==> config.mk <==
export PLATFORM = sky130hd
export DESIGN_NAME = cfi_lp_tracker
export DESIGN_NICKNAME = d
export VERILOG_FILES = /design/src/rtl/cfi_lp_pkg.sv /design/src/rtl/cfi_lp_decode.sv /design/src/rtl/cfi_lp_arbiter.sv /design/src/rtl/cfi_lp_state.sv /design/src/rtl/cfi_lp_tracker.sv
export SDC_FILE = /design/constraint.sdc
export NUM_CORES = 1
export LEC_CHECK = 0
export BUFFER_PORTS_ARGS = -buffer_cell sky130_fd_sc_hd__buf_4
export CORE_UTILIZATION = 27
export DETAILED_ROUTE_END_ITERATION = 16
export PLACE_DENSITY = 0.78
export SLEW_MARGIN = 20
export SYNTH_ARGS = -nofsm -noshare
export SYNTH_HDL_FRONTEND = slang
export SYNTH_SLANG_ARGS = --single-unit
==> constraint.sdc <==
create_clock -name clk -period 1.7 [get_ports clk]
set_input_delay 0.51 -clock clk [delete_from_list [all_inputs] [get_ports clk]]
set_output_delay 0.51 -clock clk [all_outputs]
set_load 0.01 [all_outputs]
==> src/rtl/cfi_lp_pkg.sv <==
// Shared definitions for the landing-pad tracker.
// Assumes a 32-bit base instruction encoding and 5-bit register indices.
package cfi_lp_pkg;

    typedef enum logic [1:0] {
        PRV_U   = 2'd0,
        PRV_S   = 2'd1,
        PRV_RSV = 2'd2,
        PRV_M   = 2'd3
    } priv_e;

    // Which update the state registers perform this cycle (priority resolved).
    typedef enum logic [2:0] {
        UPD_HOLD,
        UPD_DBG,
        UPD_TRAP_M,
        UPD_TRAP_S,
        UPD_RET_M,
        UPD_RET_S,
        UPD_RETIRE
    } upd_e;

    localparam int unsigned OPC_W      = 7;
    localparam logic [6:0]  OPC_AUIPC  = 7'b0010111;
    localparam int unsigned SWCHK_CODE = 18;

    // Target registers that never arm the landing-pad expectation.
    localparam int unsigned NUM_EXEMPT = 3;
    localparam int unsigned EXEMPT_REGS [NUM_EXEMPT] = '{1, 5, 7};

endpackage

==> src/rtl/cfi_lp_decode.sv <==
// Instruction-side decode: landing-pad match, per-level enable select and
// the arming condition of indirect jumps.
// Assumes the opcode occupies the low OPC_W bits, directly followed by rd.
module cfi_lp_decode
    import cfi_lp_pkg::*;
#(
    parameter int unsigned INSN_W    = 32,
    parameter int unsigned REG_IDX_W = 5
) (
    input  logic [INSN_W-1:0]    insn_word,
    input  priv_e                priv,
    input  logic                 lp_en_u,
    input  logic                 lp_en_s,
    input  logic                 lp_en_m,
    input  logic                 jump_valid,
    input  logic [REG_IDX_W-1:0] jump_rs1,
    output logic                 is_lpad,
    output logic                 lvl_en,
    output logic                 arm
);
    localparam int unsigned          FIXED_W   = OPC_W + REG_IDX_W;
    localparam logic [INSN_W-1:0]    PAD_MASK  = INSN_W'((64'd1 << FIXED_W) - 64'd1);
    localparam logic [INSN_W-1:0]    PAD_MATCH = INSN_W'(OPC_AUIPC);

    logic [NUM_EXEMPT-1:0] exempt_hit;

    // Compare the fixed (non-label) bits against the landing-pad pattern.
    assign is_lpad = (insn_word & PAD_MASK) == PAD_MATCH;

    // One comparator per exempt link register.
    for (genvar gi = 0; gi < NUM_EXEMPT; gi++) begin : g_exempt
        assign exempt_hit[gi] = (jump_rs1 == REG_IDX_W'(EXEMPT_REGS[gi]));
    end

    // Select the enable that belongs to the current privilege level.
    always_comb begin
        case (priv)
            PRV_U:   lvl_en = lp_en_u;
            PRV_S:   lvl_en = lp_en_s;
            PRV_M:   lvl_en = lp_en_m;
            default: lvl_en = 1'b0;
        endcase
    end

    // A non-exempt indirect jump at an enabled level demands a landing pad.
    assign arm = jump_valid && lvl_en && !(|exempt_hit);

endmodule

==> src/rtl/cfi_lp_arbiter.sv <==
// Resolves the event priority for the cycle and decides the fault.
// Assumes the event strobes and the presented instruction are those of the
// same cycle; any event strobe means the instruction does not retire normally.
module cfi_lp_arbiter
    import cfi_lp_pkg::*;
(
    input  logic insn_valid,
    input  logic elp,
    input  logic lvl_en,
    input  logic is_lpad,
    input  logic dbg_enter,
    input  logic trap_m,
    input  logic trap_s,
    input  logic ret_m,
    input  logic ret_s,
    output logic fault,
    output upd_e upd
);
    logic any_event;

    assign any_event = dbg_enter | trap_m | trap_s | ret_m | ret_s;

    // Fault only on a normal attempt to execute a non-pad while one is expected.
    assign fault = insn_valid && elp && lvl_en && !is_lpad && !any_event;

    // Fixed priority: debug, machine trap, supervisor trap, returns, retire.
    always_comb begin
        if (dbg_enter)                upd = UPD_DBG;
        else if (trap_m)              upd = UPD_TRAP_M;
        else if (trap_s)              upd = UPD_TRAP_S;
        else if (ret_m)               upd = UPD_RET_M;
        else if (ret_s)               upd = UPD_RET_S;
        else if (insn_valid && !fault) upd = UPD_RETIRE;
        else                          upd = UPD_HOLD;
    end

endmodule

==> src/rtl/cfi_lp_state.sv <==
// Holds the live expectation bit and the three saved copies.
// Assumes exactly one update kind per cycle, chosen by the arbiter.
module cfi_lp_state
    import cfi_lp_pkg::*;
(
    input  logic clk,
    input  logic rst_n,
    input  upd_e upd,
    input  logic arm,
    output logic elp_q,
    output logic spelp,
    output logic mpelp,
    output logic dbg_elp
);
    // Apply the selected save, restore or retire update.
    always_ff @(posedge clk) begin
        if (!rst_n) begin
            elp_q   <= 1'b0;
            spelp   <= 1'b0;
            mpelp   <= 1'b0;
            dbg_elp <= 1'b0;
        end else begin
            case (upd)
                UPD_DBG: begin
                    dbg_elp <= elp_q;
                    elp_q   <= 1'b0;
                end
                UPD_TRAP_M: begin
                    mpelp <= elp_q;
                    elp_q <= 1'b0;
                end
                UPD_TRAP_S: begin
                    spelp <= elp_q;
                    elp_q <= 1'b0;
                end
                UPD_RET_M: begin
                    elp_q <= mpelp;
                    mpelp <= 1'b0;
                end
                UPD_RET_S: begin
                    elp_q <= spelp;
                    spelp <= 1'b0;
                end
                UPD_RETIRE: elp_q <= arm;
                default:    elp_q <= elp_q;
            endcase
        end
    end

endmodule

==> src/rtl/cfi_lp_tracker.sv <==
// Top of the landing-pad tracker: decode, priority arbitration and state.
// Assumes one instruction presented per cycle and mutually consistent strobes
// from the trap and debug logic; the fault is combinational.
module cfi_lp_tracker
    import cfi_lp_pkg::*;
#(
    parameter int unsigned INSN_W    = 32,
    parameter int unsigned REG_IDX_W = 5,
    parameter int unsigned CAUSE_W   = 6
) (
    input  logic                 clk,
    input  logic                 rst_n,
    input  logic                 insn_valid,
    input  logic [INSN_W-1:0]    insn_word,
    input  logic [1:0]           priv,
    input  logic                 lp_en_u,
    input  logic                 lp_en_s,
    input  logic                 lp_en_m,
    input  logic                 jump_valid,
    input  logic [REG_IDX_W-1:0] jump_rs1,
    input  logic                 trap_s,
    input  logic                 trap_m,
    input  logic                 dbg_enter,
    input  logic                 ret_s,
    input  logic                 ret_m,
    output logic                 fault,
    output logic [CAUSE_W-1:0]   fault_cause,
    output logic                 elp_q,
    output logic                 spelp,
    output logic                 mpelp,
    output logic                 dbg_elp
);
    localparam logic [CAUSE_W-1:0] CAUSE_VAL = CAUSE_W'(SWCHK_CODE);

    logic is_lpad;
    logic lvl_en;
    logic arm;
    upd_e upd;

    cfi_lp_decode #(
        .INSN_W    (INSN_W),
        .REG_IDX_W (REG_IDX_W)
    ) u_decode (
        .insn_word  (insn_word),
        .priv       (priv_e'(priv)),
        .lp_en_u    (lp_en_u),
        .lp_en_s    (lp_en_s),
        .lp_en_m    (lp_en_m),
        .jump_valid (jump_valid),
        .jump_rs1   (jump_rs1),
        .is_lpad    (is_lpad),
        .lvl_en     (lvl_en),
        .arm        (arm)
    );

    cfi_lp_arbiter u_arb (
        .insn_valid (insn_valid),
        .elp        (elp_q),
        .lvl_en     (lvl_en),
        .is_lpad    (is_lpad),
        .dbg_enter  (dbg_enter),
        .trap_m     (trap_m),
        .trap_s     (trap_s),
        .ret_m      (ret_m),
        .ret_s      (ret_s),
        .fault      (fault),
        .upd        (upd)
    );

    cfi_lp_state u_state (
        .clk     (clk),
        .rst_n   (rst_n),
        .upd     (upd),
        .arm     (arm),
        .elp_q   (elp_q),
        .spelp   (spelp),
        .mpelp   (mpelp),
        .dbg_elp (dbg_elp)
    );

    // Report the software-check cause only alongside a fault.
    assign fault_cause = fault ? CAUSE_VAL : '0;

endmodule

==> flow_results.org <==
** Placed design
- Before CTS, the worst setup slack after placement is -0.1901 ns.
- Input and output buffers added on the ports amount to 37.
- Summed over all nets, the half-perimeter wirelength after detailed placement is 1.198 mm.
- Post-DP Area :: 788.3 sq um
- The congestion estimate from routability-driven global placement came to 0.7955.

** Timing
- Derived from the worst setup path, the maximum achievable clock frequency is 0.5466 GHz.
- Setup violations remaining at the end of the flow were counted as 4.
- The number of slew-limit violations in the final report was 0.
- The routed design could run at a clock period as short as 1.829 ns.
- Setup slack on the critical path of the routed design comes to -0.1294 ns.
- The final-report hold violation count is 0.
- Crit share post-route :: 1.076
- RSZ-0062 raised after global routing :: yes
- Hold WS :: 0.5118 ns
- Layout Skew :: 0.003084 ns

** Yosys
- Top post-synthesis cells by area :: sky130_fd_sc_hd__dfxtp_1 (18%), sky130_fd_sc_hd__buf_4 (9.9%), sky130_fd_sc_hd__nand3_1 (7.7%), sky130_fd_sc_hd__a2111oi_4 (6.0%), sky130_fd_sc_hd__nor2_1 (5.8%)
- Cell type with the largest total area after synthesis :: sky130_fd_sc_hd__dfxtp_1
- In this run the cell area of the synthesized design comes to 455.4 sq um.
- Number of different library cells in the post-synthesis netlist :: 28
- Number of instances in the synthesized netlist :: 58
- Counting flops and latches in the post-synthesis netlist gives 4.
- The share of the Yosys chip area taken by registers is 0.1758.
- Yosys warning total :: 0
- In this run the mean area of a mapped cell was 7.852 sq um.
- Of the post-synthesis cell area, the dominant cell type holds 0.1758.

** Drt
- Number of nets with antenna violations after routing :: 0
- The first detailed-routing pass took 4 iterations.
- Detailed-route wire length per cell :: 12.38 microns
- For this run, design rule violations remaining after detail routing come to 0.
- After detailed routing, the total wire length is 1.498 mm.
- Summing over every cut layer, the via total after detailed routing is 586.
- DRC violation total after the first TritonRoute iteration :: 10
- In the routed layout, each cell is associated on average with a via count of 4.843.

** Critical path
- Crit path arrival time :: 1.32 ns
- In this run the worst path has a maximum fanout of 3.
- Crit path max-delay family :: simple AND/OR/NAND/NOR gates
- Measured in cells, the most critical reg-to-reg path has a length of 6.
- Capturing point of the worst reg2reg path :: u_state.mpelp$_SDFFE_PN0P_
- The critical path contains buffers and inverters numbering 2 combined.
- STA classifies the critical path endpoint as an output port.
- Flop2flop setup slack :: 0.26 ns
- The critical path starts at insn_word[5].
- Required time of the critical path :: 1.19 ns
- The worst setup path is launched from a primary input.
- In this design, the critical path's most frequently occurring cell is sky130_fd_sc_hd__buf_4.
- Startpoint of the worst-slack reg-to-reg timing path :: u_state.elp_q$_SDFFE_PN0P_
- Cell-by-cell trace of the critical path :: buf_4, nor4b_4, nand3_1, nand3_2, nor2_4, buf_4
- Critical-path cell with the highest stage delay :: sky130_fd_sc_hd__nor4b_4
- Type of the worst setup path :: primary input to output port
- For this run, the slowest stage of the critical path takes 0.24 ns.

** Status
- Violated checks :: setup timing
- The flow ran to the end, but the final reports show violations.

** Final layout
- At the end of the flow, the number of nets in the layout was 158.
- Share of final-layout standard cells stronger than drive strength 1 :: 0.6190
- The layout has 138 filler cells.
- In the final layout, the multi-input gates occupy 385.4 sq um.
- Final std cell area, no fill :: 890.9 sq um
- Area used by sequential logic in the layout :: 80.08 sq um
- From synthesis to final layout, the design area changed by 95.60%.
- 0 antenna diodes ended up in the layout.

** CTS
- In this run, post-CTS hold repair placed 0 buffers.
- For the worst-skew pair, the clock arrives at the later sink with an insertion delay of 0.23 ns.
- CTS placed an instance of sky130_fd_sc_hd__clkbuf_4 at the clock tree root.
- TritonCTS built the clock tree.
- In this run the number of H-tree levels came out at 1.
- Count of clock tree sinks :: 4
- Clock-pin slew was measured on the worst setup and hold paths at 0.03 ns.
- The clock passes through at most 2 buffers.
- In this run, CTS created clock tree buffers numbering 3.

** Die
- In this run the core area contains 14 standard-cell rows.
- Starting utilization of the core area :: 0.2955
- The die covers 1855 sq um.
- Number of top-level design ports :: 62
- Standard cell core area :: 1541 sq um
- Vertical die dimension :: 43.07 microns
- From left edge to right edge, the die measures 43.07 microns.

** Pwr
- Max IR drop VDD :: 0.2748 mV
- The analysis attributes to cell leakage a power of 0.4047 nW.
- PwrDens :: 390.7 nW/um^2

** Hold path
- The path class of the tightest hold or removal check is flip-flop to flip-flop.
- Start point of the worst min-delay path :: u_state.mpelp$_SDFFE_PN0P_
- The worst hold path terminates at u_state.mpelp$_SDFFE_PN0P_.
- Cell depth of the worst hold path :: 2

** Global route
- Sum of overflow across all layers after global routing :: 0
- The first global-routing pass estimated 2.201 mm of wire.
- The initial antenna violation count is 0.
- Entering global routing, the biggest net connects 8 pins.
- In the global route stage, overall resource usage came out at 0.1539.
- Number of global-route vias before repair :: 562

** Flow run
- Number of max-capacitance violations reported :: 0
[power by group]
part | switching (mW) | internal (mW)
Clock | 0.0354 | 0.0787
Sequential | 0.00180 | 0.0958
Combinational | 0.0564 | 0.0801
Total | 0.0935 | 0.255
[sequential cells by signal (all words and copies together), names as in the netlist]
signal           flops
u_state.dbg_elp      1
u_state.elp_q        1
u_state.mpelp        1
u_state.spelp        1
[worst max path at each step]
stage	to	slack (ns)	depth (start not counted)
5_1_grt	fault_cause[1]	-0.18	6
2_1_floorplan	fault_cause[1]	-0.1	5
3_3_place_gp	u_state.mpelp$_SDFFE_PN0P_	-0.20	7
6_report	fault_cause[1]	-0.13	6
3_5_place_dp	u_state.mpelp$_SDFFE_PN0P_	-0.19	7
4_1_cts	fault_cause[1]	-0.13	6
[cells by family after synthesis]
family                 count (synthesis)  synth area share
multiplexers                           2           0.04396
AO/OA/AOI/OAI                         15            0.2967
buffers and inverters                  9            0.1236
flip-flops                             4            0.1758
other                                  1          0.008234
AND/OR/NAND/NOR                       27            0.3517
[per-layer routing]
| metal | global-route usage | vias to the layer above | wire length [microns] |
|---|---|---|---|
| met2 | 0.3061 | 15 | 967 |
| met3 | 0.02553 | 0 | 50 |
| met4 | 0.05455 | 0 | 0 |
| li1 | - | 302 | - |
| met5 | 0 | - | 0 |
| met1 | 0.1564 | 269 | 480 |
[cells in the final DEF (no fill, tap or decap), types with 2 or more instances in the layout]
cell type	synthesis	final
sky130_fd_sc_hd__nor2_1	7	5
sky130_fd_sc_hd__inv_1	3	3
sky130_fd_sc_hd__buf_4	6	42
sky130_fd_sc_hd__nand2_1	5	5
sky130_fd_sc_hd__clkbuf_4	0	3
sky130_fd_sc_hd__conb_1	1	4
sky130_fd_sc_hd__mux2i_1	2	2
sky130_fd_sc_hd__nand3_1	7	6
sky130_fd_sc_hd__o21bai_1	2	2
sky130_fd_sc_hd__o21ai_2	0	2
sky130_fd_sc_hd__nor2_2	1	2
sky130_fd_sc_hd__dfxtp_1	4	4
sky130_fd_sc_hd__a211oi_2	1	2
sky130_fd_sc_hd__buf_6	0	5
[cell usage after synthesis, drive strengths merged]
library cell and instances:
nor2 8, nand3 7, buf 6, nand2 5, dfxtp 4, o21ai 4, inv 3, a211oi 2
mux2i 2, nor4b 2, o21bai 2, a2111oi 1, a21boi 1, a21oi 1, a31oi 1, a32oi 1
a41oi 1, and3 1, and4b 1, conb 1, nand2b 1, nor3 1, nor4 1, o32ai 1
[area by class of cell]
type / count / area share
Clock buffer: 3 / 0.02528
Inverter: 3 / 0.01264
Multi-Input combinational cell: 48 / 0.4326
Sequential cell: 4 / 0.08989
Tap cell: 16 / 0.02247
Timing Repair Buffer: 47 / 0.4171
[per-stage QoR]
stage          power [mW]  TNS (ns)  cells    util
2_1_floorplan      0.1434   -0.2030     61       -
3_3_place_gp       0.2176   -0.7851    116  0.5114
3_5_place_dp       0.2210   -0.7973    116  0.5114
4_1_cts            0.3473   -0.4122    121  0.5544
5_1_grt            0.3738   -0.6391    121  0.5779
6_report           0.3481   -0.4444    121  0.5779
[worst min-delay path: cells and delay by family (launching register included)]
kind               cells  cell delay, ns
DFF                    1            0.32
and+or+nand+nor        1            0.08
AOI/OAI and AO/OA      1            0.06
[what timing repair did]
| action | CTS | global route |
|---|---|---|
| endpoints found under the setup margin | 3 | 5 |
| pin swaps | 2 | 2 |
| buffers inserted | 2 | 0 |
| resized for setup | 7 | 7 |
Note: power is estimated with default switching activity, not from simulation.
